## src/rtl/safeload_pkg.sv

```systemverilog
package safeload_pkg;
  typedef enum logic [1:0] {
    SEQ_IDLE  = 2'd0,
    SEQ_ARMED = 2'd1,
    SEQ_COPY  = 2'd2
  } seq_state_e;

  localparam int unsigned XFER_BIT = 9;
endpackage

```

## src/rtl/safeload_slots.sv

```systemverilog
module safeload_slots #(
  parameter int unsigned NUM_SLOTS = 5,
  parameter int unsigned ADDR_W    = 10,
  parameter int unsigned DATA_W    = 26,
  parameter int unsigned SEL_W     = 3
) (
  input  logic                              clk_i,
  input  logic                              rst_ni,
  input  logic                              wr_en_i,
  input  logic [SEL_W-1:0]                  wr_sel_i,
  input  logic [ADDR_W-1:0]                 wr_addr_i,
  input  logic [DATA_W-1:0]                 wr_data_i,
  input  logic [NUM_SLOTS-1:0]              clr_i,
  output logic [NUM_SLOTS-1:0][ADDR_W-1:0]  addr_o,
  output logic [NUM_SLOTS-1:0][DATA_W-1:0]  data_o,
  output logic [NUM_SLOTS-1:0]              dirty_o
);
  for (genvar g = 0; g < NUM_SLOTS; g++) begin : g_slot
    logic hit;
    assign hit = wr_en_i && (wr_sel_i == SEL_W'(g));

    always_ff @(posedge clk_i or negedge rst_ni) begin
      if (!rst_ni) begin
        addr_o[g]  <= '0;
        data_o[g]  <= '0;
        dirty_o[g] <= 1'b0;
      end else begin
        if (hit) begin
          addr_o[g]  <= wr_addr_i;
          data_o[g]  <= wr_data_i;
          dirty_o[g] <= 1'b1;
        end else if (clr_i[g]) begin
          dirty_o[g] <= 1'b0;
        end
      end
    end
  end
endmodule

```

## src/rtl/safeload_pick.sv

```systemverilog
module safeload_pick #(
  parameter int unsigned NUM_SLOTS = 5,
  parameter int unsigned SEL_W     = 3
) (
  input  logic [NUM_SLOTS-1:0] req_i,
  output logic                 any_o,
  output logic                 rest_any_o,
  output logic [SEL_W-1:0]     idx_o,
  output logic [NUM_SLOTS-1:0] onehot_o
);
  // lowest set bit wins
  always_comb begin
    idx_o = '0;
    for (int i = NUM_SLOTS - 1; i >= 0; i--) begin
      if (req_i[i]) idx_o = SEL_W'(i);
    end
  end

  assign any_o      = |req_i;
  assign onehot_o   = req_i & ~(req_i - NUM_SLOTS'(1));
  assign rest_any_o = |(req_i & ~onehot_o);
endmodule

```

## src/rtl/safeload_seq.sv

```systemverilog
module safeload_seq
  import safeload_pkg::*;
(
  input  logic       clk_i,
  input  logic       rst_ni,
  input  logic       xfer_req_i,
  input  logic       frame_sync_i,
  input  logic       any_dirty_i,
  input  logic       rest_any_i,
  output seq_state_e state_o,
  output logic       busy_o,
  output logic       copy_o,
  output logic       done_set_o
);
  seq_state_e state_q, state_d;

  always_comb begin
    state_d    = state_q;
    done_set_o = 1'b0;
    unique case (state_q)
      SEQ_IDLE: begin
        if (xfer_req_i) state_d = SEQ_ARMED;
      end
      SEQ_ARMED: begin
        if (frame_sync_i) begin
          if (any_dirty_i) begin
            state_d = SEQ_COPY;
          end else begin
            state_d    = SEQ_IDLE;
            done_set_o = 1'b1;
          end
        end
      end
      SEQ_COPY: begin
        if (!rest_any_i) begin
          state_d    = SEQ_IDLE;
          done_set_o = 1'b1;
        end
      end
      default: state_d = SEQ_IDLE;
    endcase
  end

  always_ff @(posedge clk_i or negedge rst_ni) begin
    if (!rst_ni) state_q <= SEQ_IDLE;
    else         state_q <= state_d;
  end

  assign state_o = state_q;
  assign busy_o  = (state_q != SEQ_IDLE);
  assign copy_o  = (state_q == SEQ_COPY) && any_dirty_i;
endmodule

```

## src/rtl/safeload_status.sv

```systemverilog
module safeload_status (
  input  logic clk_i,
  input  logic rst_ni,
  input  logic set_i,
  input  logic rd_i,
  output logic done_o
);
  always_ff @(posedge clk_i or negedge rst_ni) begin
    if (!rst_ni)    done_o <= 1'b0;
    else if (set_i) done_o <= 1'b1;
    else if (rd_i)  done_o <= 1'b0;
  end
endmodule

```

## src/rtl/safeload_ctrl.sv

```systemverilog
module safeload_ctrl
  import safeload_pkg::*;
#(
  parameter int unsigned NUM_SLOTS = 5,
  parameter int unsigned ADDR_W    = 10,
  parameter int unsigned DATA_W    = 26,
  parameter int unsigned CTRL_W    = 12,
  localparam int unsigned SEL_W    = (NUM_SLOTS > 1) ? $clog2(NUM_SLOTS) : 1
) (
  input  logic              clk_i,
  input  logic              rst_ni,
  input  logic              slot_we_i,
  input  logic [SEL_W-1:0]  slot_sel_i,
  input  logic [ADDR_W-1:0] slot_addr_i,
  input  logic [DATA_W-1:0] slot_data_i,
  input  logic              ctrl_we_i,
  input  logic [CTRL_W-1:0] ctrl_wdata_i,
  input  logic              frame_sync_i,
  input  logic              stat_re_i,
  output logic              done_o,
  output logic              busy_o,
  output logic              ram_we_o,
  output logic [ADDR_W-1:0] ram_addr_o,
  output logic [DATA_W-1:0] ram_data_o
);
  logic [NUM_SLOTS-1:0][ADDR_W-1:0] slot_addr;
  logic [NUM_SLOTS-1:0][DATA_W-1:0] slot_data;
  logic [NUM_SLOTS-1:0]             dirty;
  logic [NUM_SLOTS-1:0]             pick_oh;
  logic [NUM_SLOTS-1:0]             clr;
  logic [SEL_W-1:0]                 pick_idx;
  logic                             any_dirty, rest_any;
  logic                             xfer_req, copy, done_set;
  seq_state_e                       state;
  logic                             unused_ctrl;

  assign xfer_req    = ctrl_we_i && ctrl_wdata_i[XFER_BIT];
  assign unused_ctrl = ^{ctrl_wdata_i[CTRL_W-1:XFER_BIT+1], ctrl_wdata_i[XFER_BIT-1:0], pick_idx};

  safeload_slots #(
    .NUM_SLOTS(NUM_SLOTS), .ADDR_W(ADDR_W), .DATA_W(DATA_W), .SEL_W(SEL_W)
  ) u_slots (
    .clk_i    (clk_i),
    .rst_ni   (rst_ni),
    .wr_en_i  (slot_we_i && !busy_o),
    .wr_sel_i (slot_sel_i),
    .wr_addr_i(slot_addr_i),
    .wr_data_i(slot_data_i),
    .clr_i    (clr),
    .addr_o   (slot_addr),
    .data_o   (slot_data),
    .dirty_o  (dirty)
  );

  safeload_pick #(.NUM_SLOTS(NUM_SLOTS), .SEL_W(SEL_W)) u_pick (
    .req_i     (dirty),
    .any_o     (any_dirty),
    .rest_any_o(rest_any),
    .idx_o     (pick_idx),
    .onehot_o  (pick_oh)
  );

  safeload_seq u_seq (
    .clk_i       (clk_i),
    .rst_ni      (rst_ni),
    .xfer_req_i  (xfer_req),
    .frame_sync_i(frame_sync_i),
    .any_dirty_i (any_dirty),
    .rest_any_i  (rest_any),
    .state_o     (state),
    .busy_o      (busy_o),
    .copy_o      (copy),
    .done_set_o  (done_set)
  );

  safeload_status u_status (
    .clk_i (clk_i),
    .rst_ni(rst_ni),
    .set_i (done_set),
    .rd_i  (stat_re_i),
    .done_o(done_o)
  );

  assign clr      = copy ? pick_oh : '0;
  assign ram_we_o = copy;

  // AND-OR mux on the one-hot pick keeps index range clean
  always_comb begin
    ram_addr_o = '0;
    ram_data_o = '0;
    for (int i = 0; i < NUM_SLOTS; i++) begin
      ram_addr_o |= slot_addr[i] & {ADDR_W{pick_oh[i]}};
      ram_data_o |= slot_data[i] & {DATA_W{pick_oh[i]}};
    end
  end
endmodule

```

## config.mk

```make
export PLATFORM = sky130hd
export DESIGN_NAME = safeload_ctrl
export DESIGN_NICKNAME = d
export VERILOG_FILES = /design/src/rtl/safeload_pkg.sv /design/src/rtl/safeload_slots.sv /design/src/rtl/safeload_pick.sv /design/src/rtl/safeload_seq.sv /design/src/rtl/safeload_status.sv /design/src/rtl/safeload_ctrl.sv
export SDC_FILE = /design/constraint.sdc
export NUM_CORES = 1
export LEC_CHECK = 0
export BUFFER_PORTS_ARGS = -buffer_cell sky130_fd_sc_hd__buf_4
export CORE_MARGIN = 3
export CORE_UTILIZATION = 55
export CTS_CLUSTER_DIAMETER = 120
export CTS_CLUSTER_SIZE = 30
export DETAILED_ROUTE_END_ITERATION = 12
export MAX_ROUTING_LAYER = met4
export PLACE_DENSITY = 0.76
export SLEW_MARGIN = 0
export SYNTH_ARGS = -nofsm -noshare
export SYNTH_HDL_FRONTEND = slang
export SYNTH_SLANG_ARGS = --single-unit
```

## constraint.sdc

```tcl
create_clock -name clk_i -period 6.2 [get_ports clk_i]
set_input_delay 1.24 -clock clk_i [delete_from_list [all_inputs] [get_ports clk_i]]
set_output_delay 1.24 -clock clk_i [all_outputs]
set_load 0.005 [all_outputs]
```

-- After elaboration in Yosys (flattened, before gate mapping)
Index checks and enable logic that the tools add are counted.
Widths: inputs -> output; s select.
- memory bits (writable): 0
- input port bits: 57
- register bits: 188
- memory bits (read-only): 0
- bits in latches: 0
- memories: 0
- add/sub/neg operators: 1
- eq/ne operators: 9
- bitwise gates (word level): 22
- shift operators: 0
- reduce and logical (&&, ||, !) cells: 21
- divide/modulo/power cells: 0
- $lt $le $gt $ge: 0
- multiply operators: 0
- mux-type cells: 22
- operators with widths (cell ; count):
    $and 26x26->26 ; 5
    $or 26x26->26 ; 4
    $and 10x10->10 ; 5
    $or 10x10->10 ; 4
    $mux 1 ; 15
    $reduce_bool 2->1 ; 7
    $and 5x5->5 ; 2
    $not 5->5 ; 2
    $reduce_or 5->1 ; 2
    $logic_and 1x1->1 ; 8
    $mux 2 ; 4
    $eq 3x2->1 const B ; 2
    $pmux 2 s3 ; 1
    $mux 5 ; 1
    $sub 5x1->5 const B ; 1
    $ne 2x2->1 const B ; 2
    $eq 3x1->1 const B ; 1
    $eq 3x3->1 const B ; 1
    $logic_not 3->1 ; 1
    $reduce_and 3->1 ; 1
    $eq 2x1->1 const B ; 1
    $eq 2x2->1 const B ; 1
    $logic_not 2->1 ; 1
    $ne 2x1->1 const B ; 1
    other kinds (2) ; 2

-- Longest topological paths before layout
Gate-level depths: netlist of run 1.
- depth after elaboration: 9
- gate-level depth with buffers: 7
- depth with buffers taken out: 6

-- By module
From an unflattened synthesis of run 1, not the netlist that was laid out.
- cell total of the unflattened synthesis: 574
- area, all modules: 8655.8 um2
- by module, submodules not included (module ; times used ; sequential area each (um2) ; cells an instance ; area an instance (um2)):
    safeload_slots ; 1 ; 4629.4 ; 400 ; 7354.6
    safeload_ctrl ; 1 ; 0.0 ; 135 ; 959.7
    safeload_seq ; 1 ; 50.0 ; 19 ; 186.4
    safeload_pick ; 1 ; 0.0 ; 17 ; 118.9
    safeload_status ; 1 ; 25.0 ; 3 ; 36.3

-- Least setup slack after synthesis of run 1
Ideal clock, no wire load.
- path kind: reg-to-output
- start: reg u_slots.dirty_o[0]
- end: out ram_addr_o[4]
- cell stages (with the launch flop): 5
- data arrival time: 1516 ps
- data required time: 4960 ps
- path slack: 3444 ps
- buffers on the path: 2
- path through: dfrtp_1 -> buf_2 -> nor4b_2 -> buf_2 -> a221o_1
- longest elaborated chain between the ends: 8
- elaborated cells between the ends (all ways): 12
- classes of those cells: 1 x add/sub; 11 x bitwise
- ends and longest elaborated chain (what ; RTL line ; source):
    from (decl) ; safeload_slots.sv:16 ; output logic [NUM_SLOTS-1:0] dirty_o
    from (signal, indexed assignment) ; safeload_slots.sv:26 ; dirty_o[g] <= 1'b0;
    from (signal, indexed assignment) ; safeload_slots.sv:31 ; dirty_o[g] <= 1'b1;
    from (signal, indexed assignment) ; safeload_slots.sv:33 ; dirty_o[g] <= 1'b0;
    $sub 5x1->5 ; safeload_pick.sv:20 ; assign onehot_o = req_i & ~(req_i - NUM_SLOTS'(1));
    $not 5->5 ; safeload_pick.sv:20 ;
    $and 5x5->5 * ; safeload_pick.sv:20 ;
    $and 10x10->10 ; safeload_ctrl.sv:92 ; ram_addr_o |= slot_addr[i] & {ADDR_W{pick_oh[i]}};
    $or 10x10->10 (3 in a row) ; safeload_ctrl.sv:92 ;
    $or 10x10->10 * ; safeload_ctrl.sv:92 ;
    to (decl) ; safeload_ctrl.sv:23 ; output logic [ADDR_W-1:0] ram_addr_o,
Every way passes the cells marked *; elsewhere a longest branch is shown, timed or not.

-- Worst setup path after layout of run 1
- start: reg u_slots.dirty_o[1]
- end: out ram_data_o[25]
- longest elaborated chain between the ends: 8
- elaborated cells between the ends (all ways): 11
- classes of those cells: 1 x add/sub; 10 x bitwise
- ends and longest elaborated chain (what ; RTL line ; source):
    $sub 5x1->5 ; safeload_pick.sv:20 ;
    $not 5->5 ; safeload_pick.sv:20 ;
    $and 5x5->5 * ; safeload_pick.sv:20 ;
    $and 26x26->26 ; safeload_ctrl.sv:93 ; ram_data_o |= slot_data[i] & {DATA_W{pick_oh[i]}};
    $or 26x26->26 (3 in a row) ; safeload_ctrl.sv:93 ;
    $or 26x26->26 * ; safeload_ctrl.sv:93 ;
    to (decl) ; safeload_ctrl.sv:24 ; output logic [DATA_W-1:0] ram_data_o
Marked as above.

==> flow_summary.yaml, run 1 <==
finish:
  nFillCells: 1064
  drive_above_1_share: 0.453
  design_area_um2: 9720
  syn_to_final_growth_pct: 16.0
  nets: 733
  register_area_um2: 4710
  multi_input_area_um2: 3440
  layout_commonest_cell: "dfrtp_1"
  instances_no_fill: 869
  antenna_cells_inserted: 0
  final_cell_mix: "dfrtp_1, mux2_2, buf_4"
drt:
  met1Wirelength_um: 8210
  route.antenna.remaining_nets: 0
  vias: 5408
  vias_per_cell: 6.22
  dr_wl_met2_um: 8930
  firstDrtPassIters: 6
  drt-initial-drc-count: 352
  wl_per_cell_um: 20.9
  routed.top_layer: "met4"
  dr_wl_met3_um: 804
  routed_wl_um: 18100
  remaining_drc_errors: 0
logic_synthesis:
  syn_avg_cell_area_um2: 13.9
  synth_nets: 664
  syn-cell-area_um2: 8380
  synth_seq_cells: 188
  yosysWarnings: 0
  synth_cell_types: 35
  yosys.area.top_type: "dfrtp_1"
  syn_inst: 603
  yosys.area.top_type_share: 0.562
  synthTopCellsByArea: "dfrtp_1, mux2_2, mux2_4"
  synth_seq_area_share: 0.562
global_route:
  grt_pass1_vias: 5596
  grt_max_degree: 86
  grt_pass1_wl_um: 29400
  grt_overflow: 0
  grtUsageTotal: 0.234
  antenna_found_initial: 0
floorplanning:
  io_pins: 96
  die_w_um: 129
  die_area_um2: 16700
  die_h_um: 129
  initial_core_util: 0.570
  core_um2: 14700
  rows: 44
sta:
  fin_crit_sh: 0.734
  setup_violations: 0
  fin_crit_ns: 4.55
  fin_skew_ns: 0.00492
  worst_slack_ns: 1.65
  relSlewSlack: 0.228
  rsz0062_at_grt: "false"
  max_slew.worst_pin.slew_ns: 1.16
  clock.fmax_mhz: 220
  drv_slew: 0
  tns_ns: 0
  finalHoldViolations: 0
critical_path:
  max_stage_delay_ns: 0.92
  end_kind: "primary output"
  crit_path_end: "ram_data_o[25]"
  start_kind: "register"
  cp_top_family: "simple AND/OR/NAND/NOR gates"
  r2r-start: "u_seq.state_o[0]"
  cp.depth: 5
  reg2regPathDepth: 6
  path_max_fanout: 42
  critPathLaunch: "u_slots.dirty_o[1]"
  r2r_setup_slack_ns: 3.64
  critPathSlowestCell: "nor2_4"
  arrival_ns: 3.31
  cp.required_ns: 4.96
  path_buf_inv: 1
  crit_type: "register to primary output"
  crit_path_cell_trace: "nor2_1 > nand2_1 > nor2_4 > a221o_1 > buf_4"
  worst_r2r_endpoint: "u_slots.data_o[118]"
worst_hold_path:
  min_path_type: "register to register"
  hold_start: "u_slots.addr_o[4]"
placement:
  pre_cts_slack_ns: 2.14
  placed_area_um2: 9090
  globalplace.congestion: 0.747
  place_inst: 837
  portBuffers: 84
  dp_hpwl_um: 10200
clock_tree:
  clk_path_buf_depth: 2
  cts_made_buffers: 17
  cts_sinks: 188
  root_buffer: "clkbuf_16"
  cts_max_level: 4
  cts_tree: "yes"
  path_clk_slew_ns: 0.06
  cts_resized: 0
  clk_latency_ns: 0.42
  postCtsSetupRepairBufs: 0
  postCtsHoldBufs: 0
pwr:
  powerDensity_nw_per_um2: 535
  peakVddDrop_uv: 315
  p_leak_nw: 4.41
flow_run:
  cap_violations: 0
status:
  status: "finished, final reports clean"
routing by layer:
metal / track usage / up-vias
li1: - / 2384
met1: 0.309 / 2853
met2: 0.372 / 147
met3: 0.0503 / 24
met4: 0.0611 / 0
met5: - / -
Yosys cell counts, drive strengths merged:
master and instances:
a221o 36, nand2b 2, nor4b 1, inv 6, a2111oi 1, a22oi 36, o21ai 39, or4b 1
clkbuf 13, nor3 1, nor3b 2, a31oi 2, a21o 3, a32oi 1, nor2b 1, o21a 1
a21oi 1, a22o 1, o221ai 1, nand3b 2, nand2 45, nor2 4, mux2i 1, dfrtp 188
buf 28, ha 4, a32o 1, mux2 181
cell type report:
class / count / share of cell area
Tap cell: 184 / 0.0237
Timing Repair Buffer: 91 / 0.0707
Clock inverter: 4 / 0.0102
Multi-Input combinational cell: 368 / 0.354
Inverter: 6 / 0.00232
Clock buffer: 28 / 0.0542
Sequential cell: 188 / 0.484
worst min path at each step:
stage,to,slack [ns],depth (start not counted)
final,u_slots.addr_o[4],0.51,1
after global routing,u_slots.addr_o[41],0.51,1
after CTS,u_slots.addr_o[4],0.51,1
after detailed placement,u_slots.data_o[6],0.49,1
after global placement,u_slots.addr_o[41],0.49,1
after floorplan,u_slots.addr_o[0],0.48,1
worst register-to-register path, delay by kind of cell (launching register included):
family        cells  cell delay, ns
mux               1            0.58
simple gates      3            1.08
fa+ha+maj         1            0.26
buf+inv           1            0.13
flops             1            0.40
report_power, final:
| group | total [mW] | internal, mW | switching [mW] |
|---|---|---|---|
| clock | 1.13 | 0.702 | 0.429 |
| sequential | 2.22 | 1.84 | 0.378 |
| combinational | 1.84 | 1.09 | 0.759 |
| total | 5.19 | 3.63 | 1.57 |
registers in the layout, summed over array words and instances (netlist names):
register and cells:
u_slots.dirty_o 5, u_slots.addr_o 50, u_seq.state_o 2, u_status.done_o 1, u_slots.data_o 130
kinds of logic (layout without fill, tap and decap cells):
family,after synthesis,count (layout),synth area share
AO/OA/AOI/OAI,123,123,0.110
adder cells (fa/ha/maj),4,4,0.00597
buffers and inverters,47,129,0.0321
flip-flops,188,188,0.562
multiplexers,182,182,0.257
AND/OR/NAND/NOR,59,59,0.0333
through the flow:
stage | total power [mW] | hold slack (ns) | utilization
finish | 5.19 | 0.506 | 0.661
global route | 5.51 | 0.513 | 0.661
CTS | 5.23 | 0.509 | 0.661
detailed placement | 4.07 | 0.493 | 0.618
global placement | 3.95 | 0.487 | 0.618
floorplan | 3.32 | 0.480 | -
No activity file was read; power rests on OpenSTA's default activity.
==> inputs of run 2 (changes only) <==
Settings changed: CORE_UTILIZATION 55 to 53.
Clock period 6.2 ns to 3.9 ns, I/O delays scaled along.
==> run 2 against run 1 <==
Compared with the run above:
- clock skew is 0.0016 ns higher
- flip-flop and latch count stayed put
- count of clock-buffer cells in the layout is 7 lower
- worst setup slack worse by 0.93 ns
- combinational power is 61% higher
- final area hardly changed
- cell count is 3.7% higher
- utilization is 2.6 points lower
- highest routed layer unchanged
==> flow_summary.yaml, run 2 (synthesis gave the netlist of run 1 again) <==
sta:
  rsz0062_at_grt: "false"
  setup_violations: 0
  clock.fmax_mhz: 314
  relSlewSlack: 0.284
  finalHoldViolations: 0
  worst_slack_ns: 0.714
  tns_ns: 0
  drv_slew: 0
  fin_crit_sh: 0.817
  fin_crit_ns: 3.19
  max_slew.worst_pin.slew_ns: 1.07
  fin_skew_ns: 0.00656
finish:
  syn_to_final_growth_pct: 16.1
  final_cell_mix: "dfrtp_1, mux2_2, buf_4"
  drive_above_1_share: 0.461
  reg_top3: "u_slots.data_o (130), u_slots.addr_o (50), u_slots.dirty_o (5)"
  top_register: "u_slots.data_o"
  nets: 739
  layout_commonest_cell: "dfrtp_1"
  antenna_cells_inserted: 0
  largest_reg_flops: 130
floorplanning:
  core_um2: 15300
  die_w_um: 132
  die_h_um: 132
  initial_core_util: 0.547
  die_area_um2: 17400
  rows: 45
  io_pins: 96
pwr:
  seqPwrFrac: 0.436
  powerDensity_nw_per_um2: 823
  p_int_mw: 5.53
  peakVddDrop_uv: 425
  p_total_mw: 8.01
  clkPwrFrac: 0.193
  netSwitchingFraction: 0.309
  p_comb_frac: 0.371
  p_sw_mw: 2.48
  p_leak_nw: 4.39
placement:
  globalplace.congestion: 0.748
  dp_hpwl_um: 10500
  pre_cts_slack_ns: 1.14
  portBuffers: 84
critical_path:
  worst_r2r_endpoint: "u_slots.addr_o[42]"
  crit_type: "register to primary output"
  max_stage_delay_ns: 0.55
  reg2regPathDepth: 6
  start_kind: "register"
  arrival_ns: 2.41
  cp.required_ns: 3.12
  critPathSlowestCell: "nor2b_4"
  crit_path_cell_trace: "nor2b_4 > buf_4 > a22oi_1 > o21ai_0 > a221o_1 > buf_4"
  r2r_setup_slack_ns: 1.42
  crit_top_cell: "buf_4"
  r2r-start: "u_seq.state_o[1]"
  path_max_fanout: 18
  end_kind: "primary output"
global_route:
  grt_max_degree: 88
  grt_pass1_wl_um: 29300
  grtUsageTotal: 0.218
  grt_overflow: 0
  grt_pass1_vias: 5736
  antenna_found_initial: 0
drt:
  route.antenna.remaining_nets: 0
  firstDrtPassIters: 4
  dr_wl_met3_um: 835
  routed.top_layer: "met4"
  met1Wirelength_um: 7650
  routed_wl_um: 17600
  vias_per_cell: 5.86
  remaining_drc_errors: 0
  wl_per_cell_um: 19.5
  drt-initial-drc-count: 337
  dr_wl_met2_um: 8780
  vias: 5278
clock_tree:
  cts_tree: "yes"
  cts_max_level: 4
  cts_sinks: 188
  postCtsHoldBufs: 0
  postCtsSetupRepairBufs: 0
  cts_made_buffers: 17
  clk_latency_ns: 0.42
  root_buffer: "clkbuf_16"
  clk_path_buf_depth: 2
  path_clk_slew_ns: 0.06
  cts_resized: 0
status:
  status: "finished, final reports clean"
worst_hold_path:
  min_path_type: "primary input to asynchronous set/reset pin"
flow_run:
  cap_violations: 0
run 2: cell types whose count changed in the layout (fill, tap and decap cells not counted), sizes merged:
cell,change
clkbuf,-7
clkinvlp,+6
bufinv,-3
clkinv,+3
buf,+6
run 2: through the flow:
step                       util  area, um2  std cells  hold WS (ns)
after CTS                 0.635       9720        901         0.438
after global routing      0.635       9720        901         0.455
final                     0.635       9720        901         0.414
after floorplan               -       8380        603         0.480
after detailed placement  0.600       9200        870         0.493
after global placement    0.600       9200        870         0.487
run 2: how the worst max path moves through the flow:
| stage | from | end | slack [ns] | depth (start not counted) |
|---|---|---|---|---|
| final | u_slots.dirty_o[2] | ram_addr_o[5] | 0.71 | 6 |
| after global placement | u_slots.dirty_o[2] | ram_addr_o[5] | 1.23 | 6 |
| after detailed placement | slot_sel_i[0] | u_slots.data_o[106] | 1.14 | 5 |
| after floorplan | u_slots.dirty_o[0] | ram_addr_o[4] | 1.60 | 4 |
| after global routing | u_slots.dirty_o[2] | ram_addr_o[5] | 0.59 | 6 |
| after CTS | u_slots.dirty_o[2] | ram_addr_o[5] | 0.71 | 6 |
run 2: worst max-delay path: cells and delay by family, from the launching register on:
family / cells / cell delay (ns)
AOI/OAI and AO/OA: 3 / 0.55
and+or+nand+nor: 1 / 0.55
buffers and inverters: 2 / 0.39
DFF: 1 / 0.48
run 2: final cells by class:
| cell class | instances | area, um2 |
|---|---|---|
| clock buffers | 21 | 460 |
| clock inverters | 10 | 68.8 |
| fillers | 1156 | 5590 |
| inverters | 6 | 22.5 |
| multi-input cells | 368 | 3440 |
| flip-flops and latches | 188 | 4710 |
| well taps | 211 | 264 |
| repair buffers | 97 | 757 |
run 2: per-layer routing:
metal,global-route usage,vias up
met4,0.0747,0
li1,-,2388
met3,0.0416,29
met5,-,-
met1,0.276,2717
met2,0.354,144
run 2: power groups by stage:
| stage | Sequential (mW) | Clock [mW] | Combinational [mW] |
|---|---|---|---|
| after floorplan | 3.31 | 0 | 1.97 |
| after global placement | 3.41 | 0 | 2.90 |
| after detailed placement | 3.50 | 0 | 2.99 |
| after CTS | 3.48 | 1.58 | 3.01 |
| after global routing | 3.61 | 1.66 | 3.27 |
| final | 3.49 | 1.55 | 2.97 |
